--- config.mk ---
export PLATFORM = sky130hd
export DESIGN_NAME = prio_irq_ctrl
export DESIGN_NICKNAME = d
export VERILOG_FILES = /design/src/rtl/prio_irq_pkg.sv /design/src/rtl/irq_addr_decode.sv /design/src/rtl/irq_regbank.sv /design/src/rtl/irq_arbiter.sv /design/src/rtl/prio_irq_ctrl.sv
export SDC_FILE = /design/constraint.sdc
export NUM_CORES = 2
export LEC_CHECK = 0
export ABC_AREA = 1
export BUFFER_PORTS_ARGS = -buffer_cell sky130_fd_sc_hd__clkbuf_2
export CAP_MARGIN = 20
export CORE_MARGIN = 4
export CORE_UTILIZATION = 35
export DETAILED_ROUTE_END_ITERATION = 6
export PLACE_DENSITY = 0.6
export SLEW_MARGIN = 5
export SYNTH_ARGS = -nofsm -noshare
export SYNTH_HDL_FRONTEND = slang
export SYNTH_HIERARCHICAL = 1
export SYNTH_SLANG_ARGS = --single-unit
export TNS_END_PERCENT = 50
--- constraint.sdc ---
create_clock -name clk -period 13.1 [get_ports clk]
set_input_delay 0 -clock clk [delete_from_list [all_inputs] [get_ports clk]]
set_output_delay 0 -clock clk [all_outputs]
set_load 0.1 [all_outputs]
--- src/rtl/prio_irq_pkg.sv ---
package prio_irq_pkg;

   localparam int unsigned BUS_AW = 8;
   typedef logic [BUS_AW-1:0] bus_addr_t;

   localparam bus_addr_t OFS_PEND_HI  = 8'h00;
   localparam bus_addr_t OFS_PEND_LO  = 8'h04;
   localparam bus_addr_t OFS_MASK_HI  = 8'h08;
   localparam bus_addr_t OFS_MASK_LO  = 8'h0C;
   localparam bus_addr_t OFS_FORCE_HI = 8'h10;
   localparam bus_addr_t OFS_FORCE_LO = 8'h14;
   localparam bus_addr_t OFS_PRIO_BASE = 8'h40;
   localparam bus_addr_t OFS_SWACK    = 8'hE0;

   typedef enum logic [3:0] {
      SEL_NONE,
      SEL_PEND_HI,
      SEL_PEND_LO,
      SEL_MASK_HI,
      SEL_MASK_LO,
      SEL_FORCE_HI,
      SEL_FORCE_LO,
      SEL_PRIO,
      SEL_SWACK
   } reg_sel_e;

endpackage

--- src/rtl/irq_addr_decode.sv ---
module irq_addr_decode
   import prio_irq_pkg::*;
#(
   parameter int N_SRC = 64,
   localparam int IDX_W = $clog2(N_SRC)
) (
   input  bus_addr_t        addr_i,
   output reg_sel_e         sel_o,
   output logic [IDX_W-1:0] idx_o
);

   localparam logic [31:0] PRIO_LO = 32'(OFS_PRIO_BASE);
   localparam logic [31:0] PRIO_HI = 32'(OFS_PRIO_BASE) + 32'(N_SRC);

   bus_addr_t rel;
   assign rel = addr_i - OFS_PRIO_BASE;

   always_comb begin
      sel_o = SEL_NONE;
      idx_o = '0;
      if (32'(addr_i) >= PRIO_LO && 32'(addr_i) < PRIO_HI) begin
         sel_o = SEL_PRIO;
         idx_o = rel[IDX_W-1:0];
      end else begin
         case (addr_i)
            OFS_PEND_HI:  sel_o = SEL_PEND_HI;
            OFS_PEND_LO:  sel_o = SEL_PEND_LO;
            OFS_MASK_HI:  sel_o = SEL_MASK_HI;
            OFS_MASK_LO:  sel_o = SEL_MASK_LO;
            OFS_FORCE_HI: sel_o = SEL_FORCE_HI;
            OFS_FORCE_LO: sel_o = SEL_FORCE_LO;
            OFS_SWACK:    sel_o = SEL_SWACK;
            default:      sel_o = SEL_NONE;
         endcase
      end
   end

endmodule

--- src/rtl/irq_regbank.sv ---
module irq_regbank
   import prio_irq_pkg::*;
#(
   parameter int N_SRC  = 64,
   parameter int DATA_W = 32,
   parameter int PRIO_W = 8,
   parameter int VEC_W  = 8,
   localparam int IDX_W  = $clog2(N_SRC),
   localparam int WIDE_W = 2 * DATA_W
) (
   input  logic                    clk,
   input  logic                    rst_n,
   input  logic [N_SRC-1:0]        irq_i,
   input  logic                    wr_i,
   input  bus_addr_t               addr_i,
   input  logic [DATA_W-1:0]       wdata_i,
   input  logic [VEC_W-1:0]        vector_i,
   output logic [DATA_W-1:0]       rdata_o,
   output logic                    err_o,
   output logic [N_SRC-1:0]        active_o,
   output logic [N_SRC*PRIO_W-1:0] prio_flat_o
);

   if (DATA_W != 32) begin : g_bad_dw
      $error("irq_regbank: DATA_W must be 32");
   end
   if (N_SRC < 2 || N_SRC > WIDE_W) begin : g_bad_nsrc
      $error("irq_regbank: N_SRC must lie in 2..64");
   end
   if (PRIO_W < 1 || PRIO_W > 8) begin : g_bad_pw
      $error("irq_regbank: PRIO_W must lie in 1..8");
   end

   reg_sel_e         sel;
   logic [IDX_W-1:0] idx;

   irq_addr_decode #(.N_SRC(N_SRC)) u_dec (
      .addr_i (addr_i),
      .sel_o  (sel),
      .idx_o  (idx)
   );

   logic [N_SRC-1:0]  pend_q, force_q, mask_q, en_q;
   logic [PRIO_W-1:0] prio_q [N_SRC];
   logic              err_q;

   logic [WIDE_W-1:0] pend_w, force_w, mask_w;
   assign pend_w  = WIDE_W'(pend_q);
   assign force_w = WIDE_W'(force_q);
   assign mask_w  = WIDE_W'(mask_q);

   always_ff @(posedge clk or negedge rst_n) begin
      if (!rst_n) begin
         pend_q  <= '0;
         force_q <= '0;
         mask_q  <= '1;
         en_q    <= '0;
         err_q   <= 1'b0;
         for (int i = 0; i < N_SRC; i++) prio_q[i] <= '0;
      end else begin
         pend_q <= irq_i;
         err_q  <= wr_i && (sel == SEL_NONE || sel == SEL_SWACK);
         if (wr_i) begin
            case (sel)
               SEL_MASK_HI:  mask_q  <= N_SRC'({wdata_i, mask_w[DATA_W-1:0]});
               SEL_MASK_LO:  mask_q  <= N_SRC'({mask_w[WIDE_W-1:DATA_W], wdata_i});
               SEL_FORCE_HI: force_q <= N_SRC'({wdata_i, force_w[DATA_W-1:0]});
               SEL_FORCE_LO: force_q <= N_SRC'({force_w[WIDE_W-1:DATA_W], wdata_i});
               SEL_PRIO: begin
                  prio_q[idx] <= wdata_i[PRIO_W-1:0];
                  en_q[idx]   <= |wdata_i[PRIO_W-1:0];
               end
               default: ;
            endcase
         end
      end
   end

   always_comb begin
      case (sel)
         SEL_PEND_HI:  rdata_o = pend_w[WIDE_W-1:DATA_W];
         SEL_PEND_LO:  rdata_o = pend_w[DATA_W-1:0];
         SEL_MASK_HI:  rdata_o = mask_w[WIDE_W-1:DATA_W];
         SEL_MASK_LO:  rdata_o = mask_w[DATA_W-1:0];
         SEL_FORCE_HI: rdata_o = force_w[WIDE_W-1:DATA_W];
         SEL_FORCE_LO: rdata_o = force_w[DATA_W-1:0];
         SEL_PRIO:     rdata_o = DATA_W'(prio_q[idx]);
         SEL_SWACK:    rdata_o = DATA_W'(vector_i);
         default:      rdata_o = '0;
      endcase
   end

   assign err_o    = err_q;
   assign active_o = (pend_q | force_q) & en_q & ~mask_q;

   for (genvar g = 0; g < N_SRC; g++) begin : g_src
      assign prio_flat_o[g*PRIO_W +: PRIO_W] = prio_q[g];

      // enable bit always agrees with the stored byte being nonzero
      p_en_tracks_r5: assert property (@(posedge clk) disable iff (!rst_n)
         en_q[g] == (prio_q[g] != '0));
   end

   // pending follows the line sampled one edge earlier
   p_pend_track_r9: assert property (@(posedge clk) disable iff (!rst_n)
      $past(rst_n) |-> pend_q == $past(irq_i));

   // a write to the upper mask half leaves the lower half alone
   p_mask_lo_kept_r7: assert property (@(posedge clk) disable iff (!rst_n)
      $past(wr_i && sel == SEL_MASK_HI) |-> mask_w[DATA_W-1:0] == $past(mask_w[DATA_W-1:0]));

   // the error strobe only follows a write
   p_err_after_wr_r11: assert property (@(posedge clk) disable iff (!rst_n)
      err_o |-> $past(wr_i));

   // a rejected write leaves mask and force untouched
   p_err_no_change_r11: assert property (@(posedge clk) disable iff (!rst_n)
      err_o |-> (mask_q == $past(mask_q) && force_q == $past(force_q) && en_q == $past(en_q)));

endmodule

--- src/rtl/irq_arbiter.sv ---
module irq_arbiter #(
   parameter int N_SRC    = 64,
   parameter int PRIO_W   = 8,
   parameter int VEC_W    = 8,
   parameter int VEC_BASE = 64,
   parameter int VEC_IDLE = 24,
   parameter bit ARB_TREE = 1'b1,
   localparam int IDX_W = $clog2(N_SRC),
   localparam int NP    = 1 << IDX_W
) (
   input  logic                    clk,
   input  logic                    rst_n,
   input  logic [N_SRC-1:0]        active_i,
   input  logic [N_SRC*PRIO_W-1:0] prio_flat_i,
   output logic [PRIO_W-1:0]       level_o,
   output logic [VEC_W-1:0]        vector_o
);

   if (VEC_BASE + N_SRC > (1 << VEC_W) || VEC_IDLE >= (1 << VEC_W)) begin : g_bad_vec
      $error("irq_arbiter: vectors do not fit VEC_W");
   end

   logic              win_v;
   logic [PRIO_W-1:0] win_p;
   logic [IDX_W-1:0]  win_i;

   if (ARB_TREE) begin : g_tree
      logic              nd_v [2*NP];
      logic [PRIO_W-1:0] nd_p [2*NP];
      logic [IDX_W-1:0]  nd_i [2*NP];

      assign nd_v[0] = 1'b0;
      assign nd_p[0] = '0;
      assign nd_i[0] = '0;

      for (genvar g = 0; g < NP; g++) begin : g_leaf
         if (g < N_SRC) begin : g_real
            assign nd_v[NP+g] = active_i[g];
            assign nd_p[NP+g] = prio_flat_i[g*PRIO_W +: PRIO_W];
         end else begin : g_pad
            assign nd_v[NP+g] = 1'b0;
            assign nd_p[NP+g] = '0;
         end
         assign nd_i[NP+g] = IDX_W'(g);
      end

      for (genvar n = 1; n < NP; n++) begin : g_node
         logic take_hi;
         assign take_hi = nd_v[2*n+1] && (!nd_v[2*n] || nd_p[2*n+1] >= nd_p[2*n]);
         assign nd_v[n] = nd_v[2*n] | nd_v[2*n+1];
         assign nd_p[n] = take_hi ? nd_p[2*n+1] : nd_p[2*n];
         assign nd_i[n] = take_hi ? nd_i[2*n+1] : nd_i[2*n];
      end

      assign win_v = nd_v[1];
      assign win_p = nd_p[1];
      assign win_i = nd_i[1];
   end else begin : g_scan
      always_comb begin
         win_v = 1'b0;
         win_p = '0;
         win_i = '0;
         for (int i = 0; i < N_SRC; i++) begin
            if (active_i[i] && (!win_v || prio_flat_i[i*PRIO_W +: PRIO_W] >= win_p)) begin
               win_v = 1'b1;
               win_p = prio_flat_i[i*PRIO_W +: PRIO_W];
               win_i = IDX_W'(i);
            end
         end
      end
   end

   always_ff @(posedge clk or negedge rst_n) begin
      if (!rst_n) begin
         level_o  <= '0;
         vector_o <= VEC_W'(VEC_IDLE);
      end else begin
         level_o  <= win_v ? win_p : '0;
         vector_o <= win_v ? VEC_W'(VEC_BASE) + VEC_W'(win_i) : VEC_W'(VEC_IDLE);
      end
   end

   logic [VEC_W-1:0] vec_off;
   logic [IDX_W-1:0] out_idx;
   assign vec_off = vector_o - VEC_W'(VEC_BASE);
   assign out_idx = vec_off[IDX_W-1:0];

   // nothing taking part gives the idle pair
   p_idle_out_r3: assert property (@(posedge clk) disable iff (!rst_n)
      !$past(|active_i) |-> (vector_o == VEC_W'(VEC_IDLE) && level_o == '0));

   // a presented request names a source that was taking part
   p_win_active_r2: assert property (@(posedge clk) disable iff (!rst_n)
      (level_o != '0) |-> ((($past(active_i) >> out_idx) & N_SRC'(1)) != '0));

   // any source taking part yields a nonzero level
   p_level_nonzero_r4: assert property (@(posedge clk) disable iff (!rst_n)
      $past(|active_i) |-> level_o != '0);

endmodule

--- src/rtl/prio_irq_ctrl.sv ---
module prio_irq_ctrl #(
   parameter int N_SRC    = 64,
   parameter int DATA_W   = 32,
   parameter int PRIO_W   = 8,
   parameter int VEC_W    = 8,
   parameter int VEC_BASE = 64,
   parameter int VEC_IDLE = 24,
   parameter bit ARB_TREE = 1'b1
) (
   input  logic              clk,
   input  logic              rst_n,
   input  logic [N_SRC-1:0]  irq_i,
   input  logic              bus_wr_i,
   input  logic [7:0]        bus_addr_i,
   input  logic [DATA_W-1:0] bus_wdata_i,
   output logic [DATA_W-1:0] bus_rdata_o,
   output logic              bus_err_o,
   output logic [PRIO_W-1:0] irq_level_o,
   output logic [VEC_W-1:0]  irq_vector_o
);

   logic [N_SRC-1:0]        active;
   logic [N_SRC*PRIO_W-1:0] prio_flat;

   irq_regbank #(
      .N_SRC  (N_SRC),
      .DATA_W (DATA_W),
      .PRIO_W (PRIO_W),
      .VEC_W  (VEC_W)
   ) u_regs (
      .clk         (clk),
      .rst_n       (rst_n),
      .irq_i       (irq_i),
      .wr_i        (bus_wr_i),
      .addr_i      (bus_addr_i),
      .wdata_i     (bus_wdata_i),
      .vector_i    (irq_vector_o),
      .rdata_o     (bus_rdata_o),
      .err_o       (bus_err_o),
      .active_o    (active),
      .prio_flat_o (prio_flat)
   );

   irq_arbiter #(
      .N_SRC    (N_SRC),
      .PRIO_W   (PRIO_W),
      .VEC_W    (VEC_W),
      .VEC_BASE (VEC_BASE),
      .VEC_IDLE (VEC_IDLE),
      .ARB_TREE (ARB_TREE)
   ) u_arb (
      .clk         (clk),
      .rst_n       (rst_n),
      .active_i    (active),
      .prio_flat_i (prio_flat),
      .level_o     (irq_level_o),
      .vector_o    (irq_vector_o)
   );

endmodule

-- Word level (Yosys, flattened, before mapping)
Index checks and enable logic that the tools add are counted.
- equality and inequality tests: 14
- shifts and indexed selects: 0
- add/sub/neg operators: 2
- muxes and demuxes: 143
- multipliers: 0
- reduce and logical (&&, ||, !) cells: 202
- magnitude comparators: 69
- divide/modulo/power cells: 0
- bitwise gates (word level): 72
- operators with widths (kind ; number):
    $mux W8 ; 68
    $bwmux W512 ; 1
    $ge A8 B8 Y1 ; 63
    $pmux W32 S8 ; 1
    $pmux W64 S2 ; 2
    $and A64 B64 Y64 ; 2
    $logic_and A1 B1 Y1 ; 67
    $bwmux W64 ; 1
    $logic_or A1 B1 Y1 ; 64
    $not A64 Y64 ; 1
    $or A64 B64 Y64 ; 1
    $logic_not A1 Y1 ; 63
    $or A1 B1 Y1 ; 63
    $bmux W8 S6 ; 1
    $demux W8 S6 ; 1
    $mux W1 ; 33
    $mux W2 ; 16
    $pmux W4 S7 ; 1
    $mux W3 ; 8
    $mux W4 ; 5
    $eq A4 B3 Y1 const B ; 4
    $eq A8 B4 Y1 const B ; 2
    $eq A8 B5 Y1 const B ; 2
    $mux W6 ; 2
    other kinds (22) ; 30
- output and inout bits: 49
- flip-flop bits (word level): 785
- ROM bits: 0
- memories kept: 0
- memory bits (writable): 0
- bits of input ports: 107
- latch bits: 0

-- Depth between registers and ports, before layout
- depth in word-level cells: 29
- depth in mapped cells: 89
- gate-level depth less buffers: 85

-- Hierarchy
The synthesis kept the hierarchy.
- modules (own cells, without submodules) (module ; times used ; area each (um^2) ; cells each):
    irq_regbank ; 1 ; 35529.1 ; 4504
    irq_arbiter ; 1 ; 18602.8 ; 3147
    irq_addr_decode ; 1 ; 178.9 ; 44

-- Worst setup path before layout
Ideal clock, no wire load.
- kind: reg2reg
- from: register u_regs.prio_q (netlist bit u_regs/prio_flat_o[352])
- to: register u_arb.vector_o[1]
- path buffers: 6
- arrival time: 11.868 ns
- data required time: 12.987 ns
- setup slack: 1.119 ns
- cell stages (with the launch flop): 84
- cell sequence: dfrtp_1 > ha_1 > inv_1 > a21boi_0 > o21a_1 > o21a_1 > o21ai_0 > nand2_1 > a21oi_1 > o211ai_1 > o21ai_1 > clkbuf_1 > nand2_1 > o21ai_0 > ha_1 > a21boi_0 > o21a_1 > o21a_1 > [... 48 more ...] > nand3_1 > and2_1 > ha_1 > inv_1 > a21boi_0 > o21a_1 > o21a_1 > o21a_1 > o21a_1 > o21ai_0 > nand2_1 > a211oi_1 > nor2_1 > inv_1 > buf_2 > nand3_1 > nand2_1 > inv_1
- word-level cells in the longest chain between the ends: 26
- RTL lines (item ; line ; text):
    start: declaration ; irq_regbank.sv:44 ; logic [PRIO_W-1:0] prio_q [N_SRC];
    start signal: indexed assignment ; irq_regbank.sv:70 ; prio_q[idx] <= wdata_i[PRIO_W-1:0];
    $ge A8 B8 Y1 ; irq_arbiter.sv:49 ; assign take_hi = nd_v[2*n+1] && (!nd_v[2*n] || nd_p[2*n+1] >= nd_p[2*n]);
    $logic_or A1 B1 Y1 ; irq_arbiter.sv:49 ;
    $logic_and A1 B1 Y1 ; irq_arbiter.sv:49 ;
    $mux W8 ; irq_arbiter.sv:51 ; assign nd_p[n] = take_hi ? nd_p[2*n+1] : nd_p[2*n];
    $ge A8 B8 Y1 ; irq_arbiter.sv:49 ;
    $logic_or A1 B1 Y1 ; irq_arbiter.sv:49 ;
    $logic_and A1 B1 Y1 ; irq_arbiter.sv:49 ;
    $mux W8 ; irq_arbiter.sv:51 ;
    [... 10 more ...] ; - ;
    $logic_and A1 B1 Y1 ; irq_arbiter.sv:49 ;
    $mux W8 ; irq_arbiter.sv:51 ;
    $ge A8 B8 Y1 ; irq_arbiter.sv:49 ;
    $logic_or A1 B1 Y1 ; irq_arbiter.sv:49 ;
    $logic_and A1 B1 Y1 ; irq_arbiter.sv:49 ;
    $mux W6 (*) ; irq_arbiter.sv:52 ; assign nd_i[n] = take_hi ? nd_i[2*n+1] : nd_i[2*n];
    $add A7 B6 Y8 (*) ; irq_arbiter.sv:79 ; vector_o <= win_v ? VEC_W'(VEC_BASE) + VEC_W'(win_i) : VEC_W'(VEC_IDLE);
    $mux W8 (*) ; irq_arbiter.sv:79 ;
    end signal: assignment ; irq_arbiter.sv:76 ; vector_o <= VEC_W'(VEC_IDLE);
    end signal: assignment ; irq_arbiter.sv:79 ;
    end: declaration ; irq_arbiter.sv:16 ; output logic [VEC_W-1:0] vector_o
Every way passes the cells marked *; elsewhere a longest branch is shown, timed or not.
A chain may end at the register's enable or synchronous reset.

-- Worst setup path after layout
- from: register u_regs.prio_q (netlist bit u_regs/prio_flat_o[449])
- to: register u_arb.level_o[3]
- word-level cells in the longest chain between the ends: 25
- RTL lines (item ; line ; text):
    $ge A8 B8 Y1 ; irq_arbiter.sv:49 ;
    $logic_or A1 B1 Y1 ; irq_arbiter.sv:49 ;
    $logic_and A1 B1 Y1 ; irq_arbiter.sv:49 ;
    $mux W8 (*) ; irq_arbiter.sv:51 ;
    $ge A8 B8 Y1 ; irq_arbiter.sv:49 ;
    $logic_or A1 B1 Y1 ; irq_arbiter.sv:49 ;
    $logic_and A1 B1 Y1 ; irq_arbiter.sv:49 ;
    $mux W8 (*) ; irq_arbiter.sv:51 ;
    [... 9 more ...] ; - ;
    $logic_or A1 B1 Y1 ; irq_arbiter.sv:49 ;
    $logic_and A1 B1 Y1 ; irq_arbiter.sv:49 ;
    $mux W8 (*) ; irq_arbiter.sv:51 ;
    $ge A8 B8 Y1 ; irq_arbiter.sv:49 ;
    $logic_or A1 B1 Y1 ; irq_arbiter.sv:49 ;
    $logic_and A1 B1 Y1 ; irq_arbiter.sv:49 ;
    $mux W8 (*) ; irq_arbiter.sv:51 ;
    $mux W8 (*) ; irq_arbiter.sv:78 ; level_o <= win_v ? win_p : '0;
    end signal: assignment ; irq_arbiter.sv:78 ;
    end: declaration ; irq_arbiter.sv:15 ; output logic [PRIO_W-1:0] level_o,
Marked as above.

==> impl_metrics.env <==
export IMPL_die_y_um=401.9
export IMPL_routabilityCongestion=1.088
export IMPL_nets=8463
export IMPL_finClkSkew_ns=0.04390
export IMPL_placed_cell_area_um2=56990
export IMPL_rr_startpoint="u_regs/prio_flat_o[449]"
export IMPL_seqCellArea_um2=19700
export IMPL_hp_start="irq_i[44]"
export IMPL_synth_seq_area_share_pct=36.28
export IMPL_finalHoldViolations=0
export IMPL_layout_commonest_cell="nand2_1"
export IMPL_crit_required_ns=13.78
export IMPL_slowest_delay_ns=0.55
export IMPL_min_path_type="input pin to flip-flop"
export IMPL_gr_usage_met2_pct=40.08
export IMPL_power_density_nw_per_um2=103.7
export IMPL_top_level_ports=156
export IMPL_drv_cap=0
export IMPL_switching_share_pct=29.12
export IMPL_synth_area_um2=54310
export IMPL_outcome="complete, no violations"
export IMPL_critPathMaxFanout=17
export IMPL_crit_path_start_kind="flip-flop"
export IMPL_syn_inst=7695
export IMPL_antenna_found_initial=9
export IMPL_pwr_share_seq_pct=41.6
export IMPL_drt_iter0_drc=5432
export IMPL_tightest_slew_ns=1.207
export IMPL_drive_above_1_share_pct=8.708
export IMPL_maxSlewViolCount=0
export IMPL_cts_buffers=94
export IMPL_synth_area_per_cell_um2=7.058
export IMPL_die_area_um2=161500
export IMPL_finalCritPeriodShare_pct=93.46
export IMPL_clk_pin_slew_worst_paths_ns=0.06
export IMPL_finalCriticalPeriod_ns=12.24
export IMPL_wl_mm=218.4
export IMPL_regToRegEndpoint="u_arb/level_o[3]"
export IMPL_holdPathEnd="u_regs/pend_q[44]"
export IMPL_cts_root_buf="clkbuf_16"
export IMPL_setup_tns_ns=0
export IMPL_area_growth_pct=14.74
export IMPL_power_leakage_nw=30.51
export IMPL_power_share_clock_pct=45.7
export IMPL_layout_common_cells="nand2_1, o21ai_0, inv_1, dfrtp_1, ha_1"
export IMPL_end_kind="flip-flop"
export IMPL_ys_async_sr_fraction_pct=100.0
export IMPL_grtUsageTotal_pct=26.27
export IMPL_synth_edf_count=0
export IMPL_ff2ff_path_depth=71
export IMPL_ys_flop_type="dfrtp_1"
export IMPL_rows=144
export IMPL_min_path_cells=2
export IMPL_ir_worst_vdd_v=0.0001239
export IMPL_comb_power_share_pct=12.7
export IMPL_cp_common_cell="o21a_1"
export IMPL_core_um2=154200
export IMPL_fill_cells=16093
export IMPL_die_w_um=401.9
export IMPL_grt_busiest_layer="met2"
export IMPL_design_area_um2=62320
export IMPL_drc=0
export IMPL_grt_overflow_total=0
export IMPL_fmax_ghz=0.08168
export IMPL_grt_pass1_wl_mm=320.8
export IMPL_crit_arrival_ns=12.92
export IMPL_grt_max_degree=147
export IMPL_via_per_inst=5.320
export IMPL_clockBufferDepth=3
export IMPL_internal_power_mw=4.581
export IMPL_finalSetupViolations=0
export IMPL_cp_slowest_cell="o21ai_0"
export IMPL_multi_input_area_um2=29390
export IMPL_synth_ff_latch_count=784
export IMPL_start_util_pct=35.21
export IMPL_yosys_warnings=6
export IMPL_cts_tree="built"
export IMPL_reg2reg_slack_ns=0.86
export IMPL_grt_use_met3_pct=4.945
export IMPL_avgRoutedWirePerCell_um=21.86
export IMPL_io_buffers=154
export IMPL_syn_num_nets=8292
export IMPL_dr_pass1_iters=6
export IMPL_slew_headroom_pct=19.47
export IMPL_clock_latency_ns=0.74
export IMPL_place_hpwl_mm=159.8
export IMPL_grt_pass1_vias=49278
export IMPL_yosysUniqueCellTypes=57
export IMPL_p_switching_mw=1.882
export IMPL_dr_total_vias=53159
export IMPL_cts_max_level=3
export IMPL_crit_type="flip-flop to flip-flop"
export IMPL_clock_sinks=784
export IMPL_met1_usage_pct=36.15
export IMPL_ant_nets=0
-- what timing repair did --
item | 4_1_cts | 5_1_grt
endpoints found under the hold margin | 301 | 0
hold buffers | 161 | 0
endpoints found under the setup margin | 0 | 14
resized for setup | 0 | 45
buffers inserted | 0 | 12
-- per-stage QoR --
step / setup slack, ns / total power [mW] / hold WS, ns / utilization [%] / std cells
finish: 0.8568 / 6.463 / 0.03317 / 40.41 / 9993
global route: -0.02163 / 6.685 / 0.03310 / 40.40 / 9991
CTS: 0.2775 / 6.490 / 0.0001216 / 40.26 / 9974
detailed placement: 0.3235 / 3.492 / 0.05890 / 36.95 / 9636
global placement: 0.4020 / 3.480 / 0.05108 / 36.95 / 9636
floorplan: 1.119 / 3.167 / -0.2956 / - / 7695
-- sequential cells by signal (all words and copies together), names as in the netlist --
register,count
u_regs/err_o,1
u_arb/vector_o,7
u_arb/level_o,8
u_regs/mask_q,64
u_regs/force_q,64
u_regs/pend_q,64
u_regs/en_q,64
u_regs/prio_flat_o,512
-- synth_stat cells, drive strengths merged, types with 4 or more instances --
master | n | area, µm²
a21boi | 34 | 255.3
a31oi | 5 | 31.28
nor2 | 295 | 1130
nand3b | 6 | 45.04
dfrtp | 718 | 17970
o31ai | 32 | 240.2
o311ai | 4 | 35.03
a22o | 5 | 43.79
nand4 | 31 | 193.9
inv | 1071 | 4020
clkbuf | 276 | 1055
a2111oi | 10 | 87.58
a21o | 4 | 30.03
o21a | 91 | 683.2
o21ai | 1284 | 6490
a221oi | 23 | 201.4
ha | 490 | 6131
and2 | 27 | 168.9
buf | 60 | 304.0
or2 | 57 | 356.6
o2111ai | 6 | 52.55
nor4 | 11 | 188.9
nor3b | 4 | 30.03
nand2 | 2377 | 9160
nand3 | 427 | 2147
a211oi | 6 | 45.04
nor3 | 27 | 135.1
dfstp | 66 | 1734
o211ai | 30 | 225.2
a21oi | 203 | 1016
-- layout make-up --
| cell class | instances | share of cell area (%) |
|---|---|---|
| clock buffers | 131 | 4.419 |
| multi-input cells | 5501 | 47.15 |
| well taps | 2044 | 4.104 |
| inverters | 1074 | 6.497 |
| repair buffers | 409 | 5.040 |
| repair inverters | 2 | 0.01606 |
| diodes | 2 | 0.008031 |
| flip-flops and latches | 784 | 31.61 |
| clock inverters | 46 | 1.146 |
-- worst max path at each step --
stage / endpoint / from / slack, ns / cells after the start
detailed placement: u_arb/level_o[5] / u_regs/prio_flat_o[449] / 0.32 / 67
global placement: u_arb/level_o[1] / u_regs/prio_flat_o[352] / 0.40 / 75
CTS: u_arb/level_o[5] / u_regs/prio_flat_o[353] / 0.28 / 76
floorplan: u_arb/vector_o[1] / u_regs/prio_flat_o[352] / 1.12 / 83
global route: u_arb/level_o[5] / u_regs/prio_flat_o[353] / -0.02 / 83
finish: u_arb/level_o[3] / u_regs/prio_flat_o[449] / 0.86 / 71
-- cell families after synthesis --
logic type               synth area share (%)
AND/OR/NAND/NOR                         24.98
AO/OA/AOI/OAI                           17.46
buffers and inverters                   9.925
flip-flops                              36.28
adder cells (fa/ha/maj)                 11.29
multiplexers                          0.05759
other                                0.006905
-- worst max-delay path, delay by kind of cell, from the launching register on --
kind                     cells  cell delay [ns]
AO/OA/AOI/OAI               40             6.73
adder cells (fa/ha/maj)      6             1.72
buffers and inverters        8             1.16
flip-flops                   1             0.36
AND/OR/NAND/NOR             17             2.23
-- per-layer routing --
| layer | share of wire (%) | wire [µm] |
|---|---|---|
| met1 | 43 | 94750 |
| met2 | 43 | 93620 |
| met3 | 8.6 | 18860 |
| met4 | 5.1 | 11180 |
| met5 | 0.0064 | 14 |
-- power groups by stage --
| stage | clock [mW] | combinational [mW] | sequential (mW) |
|---|---|---|---|
| finish | 2.95 | 0.821 | 2.69 |
| CTS | 3.00 | 0.809 | 2.68 |
| detailed placement | 0 | 0.768 | 2.72 |
| global placement | 0 | 0.758 | 2.72 |
| floorplan | 0 | 0.451 | 2.72 |
| global route | 3.09 | 0.892 | 2.70 |
(Power assumes the default switching activity.)
